## src/rtl/fbm_pkg.sv

```systemverilog
package fbm_pkg;
  function automatic logic odd_par(input logic b);
    return ~b;
  endfunction
endpackage

```

## src/rtl/fbm_req_ctrl.sv

```systemverilog
module fbm_req_ctrl #(
  parameter int ADDR_W  = 32,
  parameter int OFF_W   = 2,
  parameter int MAX_OUT = 2,
  parameter int CNT_W   = 2
) (
  input  logic              clk_i,
  input  logic              rst_ni,
  input  logic              flush_i,
  input  logic              fetch_valid_i,
  input  logic [ADDR_W-1:0] fetch_addr_i,
  input  logic              gnt_i,
  input  logic              rvalid_i,
  input  logic [CNT_W-1:0]  out_cnt_i,
  output logic              fetch_ready_o,
  output logic              req_o,
  output logic [ADDR_W-1:0] addr_o,
  output logic              stale_o
);
  localparam logic [ADDR_W-1:0] ALIGN_MASK = ~(ADDR_W'((64'd1 << OFF_W) - 64'd1));
  localparam logic [CNT_W:0]    LIMIT      = (CNT_W+1)'(MAX_OUT);

  logic              req_q, stale_q;
  logic [ADDR_W-1:0] addr_q;
  logic [CNT_W:0]    used, after_rsp;

  // slots held by granted reads plus the waiting request, less one retiring now
  assign used          = {1'b0, out_cnt_i} + (CNT_W+1)'(req_q);
  assign after_rsp     = used - (CNT_W+1)'(rvalid_i);
  assign fetch_ready_o = !flush_i && (!req_q || gnt_i) && (after_rsp < LIMIT);

  always_ff @(posedge clk_i or negedge rst_ni) begin
    if (!rst_ni) begin
      req_q   <= 1'b0;
      addr_q  <= '0;
      stale_q <= 1'b0;
    end else begin
      if (fetch_ready_o && fetch_valid_i) begin
        req_q  <= 1'b1;
        addr_q <= fetch_addr_i & ALIGN_MASK;
      end else if (gnt_i) begin
        req_q <= 1'b0;
      end
      if (flush_i)               stale_q <= req_q && !gnt_i;
      else if (gnt_i || !req_q)  stale_q <= 1'b0;
    end
  end

  assign req_o   = req_q;
  assign addr_o  = addr_q;
  assign stale_o = stale_q;

  assert_req_hold_R3: assert property (@(posedge clk_i) disable iff (!rst_ni)
    (req_q && !gnt_i) |=> (req_q && $stable(addr_q)));
endmodule

```

## src/rtl/fbm_txn_track.sv

```systemverilog
module fbm_txn_track #(
  parameter int MAX_OUT = 2,
  parameter int CNT_W   = 2
) (
  input  logic             clk_i,
  input  logic             rst_ni,
  input  logic             flush_i,
  input  logic             req_i,
  input  logic             gnt_i,
  input  logic             stale_i,
  input  logic             rvalid_i,
  output logic [CNT_W-1:0] out_cnt_o,
  output logic             deliver_o
);
  logic [CNT_W-1:0] out_q, out_n, drop_q, drop_n;
  logic             take;

  assign take  = req_i && gnt_i;
  assign out_n = out_q + CNT_W'(take) - CNT_W'(rvalid_i);

  always_comb begin
    drop_n = drop_q;
    if (flush_i) begin
      drop_n = out_n;  // everything still in flight after this cycle is dropped
    end else begin
      if (take && stale_i)            drop_n = drop_n + CNT_W'(1);
      if (rvalid_i && drop_q != '0)   drop_n = drop_n - CNT_W'(1);
    end
  end

  always_ff @(posedge clk_i or negedge rst_ni) begin
    if (!rst_ni) begin
      out_q  <= '0;
      drop_q <= '0;
    end else begin
      out_q  <= out_n;
      drop_q <= drop_n;
    end
  end

  assign out_cnt_o = out_q;
  assign deliver_o = rvalid_i && !flush_i && (drop_q == '0);

  assert_cap_R4: assert property (@(posedge clk_i) disable iff (!rst_ni)
    (out_q == CNT_W'(MAX_OUT)) |-> !req_i);
endmodule

```

## src/rtl/fbm_par_chk.sv

```systemverilog
module fbm_par_chk #(
  parameter int N = 2
) (
  input  logic         clk_i,
  input  logic         rst_ni,
  input  logic [N-1:0] sig_i,
  input  logic [N-1:0] par_i,
  output logic         err_o
);
  logic [N-1:0] bad;
  logic         err_q;

  for (genvar i = 0; i < N; i++) begin : g_pair
    assign bad[i] = (par_i[i] != fbm_pkg::odd_par(sig_i[i]));
  end

  always_ff @(posedge clk_i or negedge rst_ni) begin
    if (!rst_ni) err_q <= 1'b0;
    else         err_q <= err_q || (|bad);
  end

  assign err_o = err_q;

  assert_par_flag_R6: assert property (@(posedge clk_i) disable iff (!rst_ni)
    (par_i != ~sig_i) |=> err_o);
  assert_sticky_R7: assert property (@(posedge clk_i) disable iff (!rst_ni)
    err_o |=> err_o);
endmodule

```

## src/rtl/fetch_bus_master.sv

```systemverilog
module fetch_bus_master #(
  parameter int          ADDR_W   = 32,
  parameter int          DATA_W   = 32,
  parameter int          MAX_OUT  = 2,
  parameter logic [1:0]  MEM_TYPE = 2'b01,
  parameter logic [2:0]  PROT     = 3'b110,
  parameter bit          DBG_MODE = 1'b0
) (
  input  logic              clk_i,
  input  logic              rst_ni,
  input  logic              flush_i,
  input  logic              fetch_valid_i,
  input  logic [ADDR_W-1:0] fetch_addr_i,
  output logic              fetch_ready_o,
  output logic              bus_req_o,
  output logic              bus_req_par_o,
  input  logic              bus_gnt_i,
  input  logic              bus_gnt_par_i,
  output logic [ADDR_W-1:0] bus_addr_o,
  output logic [1:0]        bus_memtype_o,
  output logic [2:0]        bus_prot_o,
  output logic              bus_dbg_o,
  input  logic              bus_rvalid_i,
  input  logic              bus_rvalid_par_i,
  input  logic [DATA_W-1:0] bus_rdata_i,
  input  logic              bus_err_i,
  output logic              resp_valid_o,
  output logic [DATA_W-1:0] resp_data_o,
  output logic              resp_err_o,
  output logic              integrity_err_o
);
  localparam int OFF_W = $clog2(DATA_W / 8);
  localparam int CNT_W = $clog2(MAX_OUT + 1);

  logic             req, stale, deliver;
  logic [CNT_W-1:0] out_cnt;

  fbm_req_ctrl #(.ADDR_W(ADDR_W), .OFF_W(OFF_W), .MAX_OUT(MAX_OUT), .CNT_W(CNT_W)) u_req (
    .clk_i, .rst_ni, .flush_i, .fetch_valid_i, .fetch_addr_i,
    .gnt_i(bus_gnt_i), .rvalid_i(bus_rvalid_i), .out_cnt_i(out_cnt),
    .fetch_ready_o, .req_o(req), .addr_o(bus_addr_o), .stale_o(stale)
  );

  fbm_txn_track #(.MAX_OUT(MAX_OUT), .CNT_W(CNT_W)) u_track (
    .clk_i, .rst_ni, .flush_i, .req_i(req), .gnt_i(bus_gnt_i), .stale_i(stale),
    .rvalid_i(bus_rvalid_i), .out_cnt_o(out_cnt), .deliver_o(deliver)
  );

  fbm_par_chk #(.N(2)) u_par (
    .clk_i, .rst_ni,
    .sig_i({bus_rvalid_i, bus_gnt_i}),
    .par_i({bus_rvalid_par_i, bus_gnt_par_i}),
    .err_o(integrity_err_o)
  );

  assign bus_req_o     = req;
  assign bus_req_par_o = fbm_pkg::odd_par(req);
  assign bus_memtype_o = MEM_TYPE;
  assign bus_prot_o    = PROT;
  assign bus_dbg_o     = DBG_MODE;
  assign resp_valid_o  = deliver;
  assign resp_data_o   = bus_rdata_i;
  assign resp_err_o    = bus_err_i;

  assert_resp_gate_R8: assert property (@(posedge clk_i) disable iff (!rst_ni)
    resp_valid_o |-> (bus_rvalid_i && !flush_i));
  assert_req_par_R5: assert property (@(posedge clk_i) disable iff (!rst_ni)
    bus_req_par_o != bus_req_o);
endmodule

```

## config.mk

```make
export PLATFORM = sky130hd
export DESIGN_NAME = fetch_bus_master
export DESIGN_NICKNAME = d
export VERILOG_FILES = /design/src/rtl/fbm_pkg.sv /design/src/rtl/fbm_req_ctrl.sv /design/src/rtl/fbm_txn_track.sv /design/src/rtl/fbm_par_chk.sv /design/src/rtl/fetch_bus_master.sv
export SDC_FILE = /design/constraint.sdc
export NUM_CORES = 1
export LEC_CHECK = 0
export BUFFER_PORTS_ARGS = -buffer_cell sky130_fd_sc_hd__buf_2
export CAP_MARGIN = 0
export CORE_UTILIZATION = 40
export DETAILED_ROUTE_END_ITERATION = 10
export PLACE_DENSITY = 0.82
export SETUP_SLACK_MARGIN = 0.02
export SLEW_MARGIN = 40
export SYNTH_ARGS = -nofsm -noshare
export SYNTH_HDL_FRONTEND = slang
export SYNTH_SLANG_ARGS = --single-unit
```

## constraint.sdc

```tcl
create_clock -name clk_i -period 2.5 [get_ports clk_i]
set_input_delay 0.125 -clock clk_i [delete_from_list [all_inputs] [get_ports clk_i]]
set_output_delay 0.125 -clock clk_i [all_outputs]
set_load 0.03 [all_outputs]
```

==> flow_summary_export.csv, run 1 <==
group,metric,value,unit
critical_path,cp.depth,10,
yosys,synth_area_per_cell,13.0,um^2
hold_path,hold_class,"primary input to flop",
place,place_congestion,0.771,
yosys,netlist_area,2020,um^2
critical_path,worstPathBufferInverterCount,3,
hold_path,holdPathStages,2,
floorplanning,core,4790,um^2
drt,drt_wl_total,3390,um
timing,fmax,0.444,GHz
grt,grt_pass1_vias,1136,
power_and_ir_drop,internal_power,1.87,mW
power_and_ir_drop,p_switching,1.32,mW
run_status,status,"finished, final reports clean",
critical_path,crit_path_start_kind,"flop",
grt,grt_overflow,0,
yosys,yosys-top-cells-area,"dfrtp_1, mux2_4, buf_4",
clock_tree,cts_tree,"built",
yosys,ys.flop_type,"dfrtp_1",
clock_tree,clock_sinks,37,
power_and_ir_drop,p_comb_frac,0.548,
grt,grt_max_degree,38,
grt,grt_pass1_wl,5360,um
timing,hold_viol_final,0,
floorplanning,start_util,0.421,
timing,rsz0062_at_grt,"no",
yosys,synth_top_area_cell,"dfrtp_1",
yosys,synthCells,155,
critical_path,r2r_slack,250,ps
critical_path,r2r_cells,10,
drt,vias,1184,
critical_path,critPathTopFamily,"adder cells",
floorplanning,die_y,73.0,um
power_and_ir_drop,clockPowerShare,0.123,
yosys,synth_seq_cells,37,
job,maxCapViolations,0,
clock_tree,htree_levels,2,
cells_and_area,final_util,0.475,
clock_tree,root_buffer,"clkbuf_8",
clock_tree,clock_latency,280,ps
timing,min_period,2250,ps
critical_path,cp_cell_sequence,"inv_1, ha_1, inv_1, nand2_1, fa_1, xnor2_1, and4_4, nand2_4, buf_12, mux2_4",
drt,wl_per_cell,12.8,um
critical_path,cp_common_cell,"inv_1",
critical_path,required,2660,ps
critical_path,startpoint,"u_track.out_cnt_o[0]$_DFF_PN0_",
hold_path,hp-start,"fetch_addr_i[30]",
yosys,ys_seq_area_frac,0.459,
critical_path,cp_slowest_cell,"fa_1",
timing,min_period_over_period,0.901,
timing,setup_tns,0,ps
floorplanning,ios,149,
yosys,synth_edf_count,0,
cells_and_area,fillCellCount,454,
drt,drt_iter0_drc,40,
power_and_ir_drop,power_density,1400,nW/um^2
critical_path,cp_slowest_stage_delay,390,ps
cells_and_area,antennaDiodeCount,0,
yosys,yosysMostFrequentCell,"buf_4",
hold_path,holdPathEnd,"u_req.addr_o[30]$_DFFE_PN0P_",
yosys,yosys_warnings,0,
cells_and_area,areaGrowthSynthToFinish,12.7,%
power_and_ir_drop,seqPwrFrac,0.330,
drt,drtAntennaViolNets,0,
floorplanning,rows,25,
grt,grtUsageTotal,0.135,
power_and_ir_drop,p_leak,1.26,nW
timing,slew_viol_final,0,
floorplanning,die_w,73.0,um
critical_path,reg2reg_from,"u_track.out_cnt_o[0]$_DFF_PN0_",
yosys,synthTopCellsByCount,"buf_4, dfrtp_1, mux2_4",
drt,post-route-drc-count,0,
clock_tree,post_cts_resize_count,0,
critical_path,path_max_fanout,21,
timing,skew,6.19,ps
critical_path,cp_data_arrival_time,2410,ps
power_and_ir_drop,ir_drop,0.392,mV
critical_path,crit_path_end_kind,"flop",
yosys,ys_async_sr_fraction,1.00,
floorplanning,die_area,5330,um^2
clock_tree,cts_made_buffers,5,
drt,post_drt_via_cell_ratio,4.45,
drt,dr.pass1.iters,4,
critical_path,path_class,"flop to flop",
yosys,synth_cell_type_count,26,
power_and_ir_drop,sw_frac_of_total,0.415,
cells_and_area,drive_gt1_frac,0.568,
grt,grt_antenna_before_repair,0,
timing,final-setup-viol-count,0,
clock_tree,cts.reportedPaths.clkPinSlew,70,ps
place,hpwl,2510,um
critical_path,timing.rr.end,"u_req.addr_o[24]$_DFFE_PN0P_",
cells_and_area,layout.nets,276,
yosys,synth_top_cell_area_share,0.459,
clock_tree,clockBufferDepth,2,
place,io_buffers,72,
[logic make-up (layout without fill, tap and decap cells)]
family	count (synthesis)	in the layout	share of synthesized area
muxes	30	30	0.222
xor gates and xnor gates	7	7	0.0304
adders and majority gates	5	5	0.0348
AOI/OAI and AO/OA	4	4	0.0124
buffers and inverters	53	91	0.186
and+or+nand+nor	17	17	0.0515
other	2	8	0.00373
DFF	37	37	0.459
[area by class of cell]
cell class	count	area, um^2	share of cell area
Timing Repair Buffer	75	413	0.182
Inverter	8	30.0	0.0132
Clock inverter	2	10.0	0.00441
Multi-Input combinational cell	71	737	0.324
Tap cell	67	83.8	0.0369
Sequential cell	37	926	0.407
Clock buffer	6	72.6	0.0319
[worst max path at each step]
stage / end / slack, ps
after floorplan: u_req.addr_o[10]$_DFFE_PN0P_ / 280
after detailed placement: u_req.addr_o[14]$_DFFE_PN0P_ / 250
final: u_req.addr_o[24]$_DFFE_PN0P_ / 250
after global placement: u_req.addr_o[29]$_DFFE_PN0P_ / 280
after CTS: u_req.addr_o[24]$_DFFE_PN0P_ / 230
after global routing: u_req.addr_o[14]$_DFFE_PN0P_ / 140
[routing by layer]
layer | wire (um) | GRT usage | vias to the layer above | part of all wire
li1 | - | - | 551 | -
met1 | 1440 | 0.162 | 556 | 0.42
met2 | 1580 | 0.217 | 59 | 0.47
met3 | 269 | 0.0414 | 18 | 0.079
met4 | 106 | 0.0719 | 0 | 0.031
met5 | 0 | 0 | - | 0
[sequential cells by signal (all words and copies together) (netlist names)]
register and count:
u_par.err_o 1, u_req.addr_o 30, u_req.req_o 1, u_req.stale_o 1, u_track.drop_q 2, u_track.out_cnt_o 2
[cells in the final DEF, fill, tap and decap left out, drive strengths merged]
master,Yosys,final
nand4,1,1
o21ai,2,2
xnor2,6,6
and4,1,1
fa,1,1
or3,1,1
and2,1,1
mux2,30,30
nand2,5,5
nor2b,2,2
dfrtp,37,37
inv,8,8
buf,44,74
nor2,2,2
dlygate4sd3,0,1
clkbuf,1,6
conb,2,8
ha,4,4
xor2,1,1
clkinv,0,2
o22ai,1,1
and3,2,2
a221oi,1,1
and3b,1,1
nand2b,1,1
[worst reg2reg max path: stages (launching register included)]
cell and delay, ps:
dfrtp_1 360, inv_1 50, ha_1 210, inv_1 70, nand2_1 70, fa_1 390, xnor2_1 160, and4_4 260
nand2_4 70, buf_12 170, mux2_4 310
[stage by stage]
step | instances | area [um^2] | power, mW | setup slack [ps] | hold slack, ps
after floorplan | 161 | 2040 | 2.48 | 282 | -171
after global placement | 257 | 2180 | 2.77 | 277 | 250
after detailed placement | 257 | 2180 | 2.81 | 250 | 250
after CTS | 266 | 2270 | 3.23 | 226 | 62.0
after global routing | 266 | 2270 | 3.39 | 141 | 60.6
final | 266 | 2270 | 3.19 | 248 | 72.3
[power by group through the flow]
stage | clock [mW] | combinational [mW] | sequential (mW)
detailed placement | 0 | 1.75 | 1.06
CTS | 0.413 | 1.76 | 1.05
global route | 0.443 | 1.87 | 1.08
floorplan | 0 | 0.928 | 1.56
finish | 0.391 | 1.74 | 1.05
global placement | 0 | 1.74 | 1.04
[timing repair]
action                    in CTS  in global routing
buffers inserted               0                  0
hold endpoints to repair      37                  0
hold buffers                   1                  0
Note: power is estimated with default switching activity, not from simulation.
==> run 2, diff against run 1 <==
--- a/config.mk
+++ b/config.mk
@@ -9,9 +9,8 @@
 export CAP_MARGIN = 0
 export CORE_UTILIZATION = 40
 export DETAILED_ROUTE_END_ITERATION = 10
-export PLACE_DENSITY = 0.82
+export PLACE_DENSITY = 0.8
 export SETUP_SLACK_MARGIN = 0.02
-export SLEW_MARGIN = 40
 export SYNTH_ARGS = -nofsm -noshare
 export SYNTH_HDL_FRONTEND = slang
 export SYNTH_SLANG_ARGS = --single-unit
==> run 2 against run 1 <==
Clock-buffer cell count up 1; wire length down 2.0%; die area unchanged; non-clock buffer count unchanged; via count down 1.2%; highest routed layer unchanged.
==> flow_summary_export.csv, run 2 (synthesized netlist as in run 1, its figures left out) <==
group,metric,value,unit
timing,tightest_slew,801,ps
cells_and_area,fillCellCount,444,
place,hpwl,2500,um
critical_path,startpoint,"u_track.out_cnt_o[0]$_DFF_PN0_",
place,pre_cts_ws,263,ps
clock_tree,post_cts_resize_count,0,
grt,grt_pass1_vias,1143,
hold_path,hold_class,"primary input to flop",
timing,min_period,2250,ps
run_status,status,"finished, final reports clean",
drt,drt_wl_total,3320,um
timing,final-setup-viol-count,0,
grt,grtUsageTotal,0.127,
clock_tree,clock_latency,280,ps
critical_path,crit_path_end_kind,"flop",
critical_path,path_max_fanout,17,
grt,grt_pass1_wl,5070,um
power_and_ir_drop,ir_drop,0.537,mV
power_and_ir_drop,power_density,1440,nW/um^2
drt,drtAntennaViolNets,0,
critical_path,path_class,"flop to flop",
clock_tree,htree_levels,2,
cells_and_area,antennaDiodeCount,0,
cells_and_area,final_common_cell,"buf_2",
drt,post-route-drc-count,0,
floorplanning,die_y,73.0,um
clock_tree,cts_tree,"built",
critical_path,cp_common_cell,"inv_1",
timing,slew_headroom,0.466,
critical_path,cp_cell_sequence,"inv_1, ha_1, inv_1, nand2_1, fa_1, xnor2_1, and4_4, nand2_4, buf_12, mux2_4",
timing,fmax,0.444,GHz
clock_tree,root_buffer,"clkbuf_8",
cells_and_area,drive_gt1_frac,0.568,
job,maxCapViolations,0,
drt,post_drt_via_cell_ratio,4.40,
floorplanning,die_w,73.0,um
timing,hold_viol_final,0,
cells_and_area,layout.nets,276,
place,place_congestion,0.852,
drt,dr.pass1.iters,4,
critical_path,reg2reg_from,"u_track.out_cnt_o[0]$_DFF_PN0_",
grt,grt_max_degree,38,
cells_and_area,areaGrowthSynthToFinish,14.3,%
timing,skew,9.67,ps
critical_path,cp_slowest_stage_delay,390,ps
floorplanning,rows,25,
grt,grt_antenna_before_repair,0,
cells_and_area,layout_common_cells,"buf_2, dfrtp_1, mux2_4",
clock_tree,clock_sinks,37,
clock_tree,cts_made_buffers,5,
floorplanning,start_util,0.421,
cells_and_area,regArea,926,um^2
floorplanning,ios,149,
drt,vias,1170,
place,io_buffers,72,
critical_path,cp_slowest_cell,"fa_1",
timing,setup_tns,0,ps
timing,slew_viol_final,0,
hold_path,hp-start,"fetch_addr_i[2]",
drt,drt_iter0_drc,32,
drt,wl_per_cell,12.5,um
power_and_ir_drop,p_leak,1.27,nW
critical_path,crit_path_start_kind,"flop",
floorplanning,core,4790,um^2
critical_path,cp_data_arrival_time,2410,ps
critical_path,required,2660,ps
cells_and_area,multi_input_area,737,um^2
clock_tree,cts.reportedPaths.clkPinSlew,70,ps
floorplanning,die_area,5330,um^2
timing,setup_ws,249,ps
cells_and_area,largest_reg_flops,30,
clock_tree,clockBufferDepth,2,
grt,grt_overflow,0,
timing,rsz0062_at_grt,"no",
timing,min_period_over_period,0.900,
==> run 2: cell types whose count changed in the layout (fill, tap and decap cells not counted) <==
cell       previous run  this run
buf_4                 1         0
clkbuf_8              5         6
bufinv_16             0         1
clkinv_2              2         0
buf_2                71        72
==> run 2: stage by stage <==
stage | area, um^2 | utilization | hold slack, ps | power, mW | instances
CTS | 2300 | 0.481 | 57.2 | 3.36 | 266
detailed placement | 2180 | 0.455 | 250 | 2.82 | 257
global route | 2300 | 0.481 | 53.0 | 3.52 | 266
global placement | 2180 | 0.455 | 250 | 2.78 | 257
finish | 2300 | 0.481 | 70.5 | 3.32 | 266
floorplan | 2040 | - | -171 | 2.48 | 161
==> run 2: timing repair <==
action	CTS	global route
endpoints found under the hold margin	37	0
hold buffers	1	0
endpoints found under the setup margin	0	0
setup buffers	0	0
==> run 2: area by class of cell <==
cell class | instances | area share
flip-flops and latches | 37 | 0.402
multi-input cells | 71 | 0.320
repair buffers | 75 | 0.178
clock buffers | 7 | 0.0375
well taps | 67 | 0.0364
clock inverters | 1 | 0.0130
inverters | 8 | 0.0130
==> run 2: power breakdown <==
part           total, mW  internal [mW]  switching [mW]  leakage [nW]
combinational       1.75          0.781           0.971         0.773
sequential          1.05          0.890           0.155         0.442
clock              0.520          0.325           0.195        0.0585
==> run 2: worst paths after layout <==
path,to,depth (start not counted),slack (ps)
setup / recovery,u_req.addr_o[24]$_DFFE_PN0P_,10,250
min in group asynchronous,u_req.addr_o[13]$_DFFE_PN0P_,2,460
hold reg to reg,u_par.err_o$_DFF_PN0_,1,470
setup reg to reg,u_req.addr_o[24]$_DFFE_PN0P_,10,250
hold / removal,u_req.addr_o[2]$_DFFE_PN0P_,2,70
max in group asynchronous,u_req.addr_o[21]$_DFFE_PN0P_,2,1530
==> run 2: worst max-delay path, delay by kind of cell (launching register included) <==
family / cells / cell delay [ps]
buffers and inverters: 3 / 280
and+or+nand+nor: 3 / 400
adders and majority gates: 2 / 600
DFF: 1 / 360
xor gates and xnor gates: 1 / 160
muxes: 1 / 310
==> run 2: metal layers <==
metal	part of all wire	GRT usage
met3	0.085	0.0456
met1	0.41	0.140
met4	0.015	0.0654
met2	0.49	0.215
met5	0	0
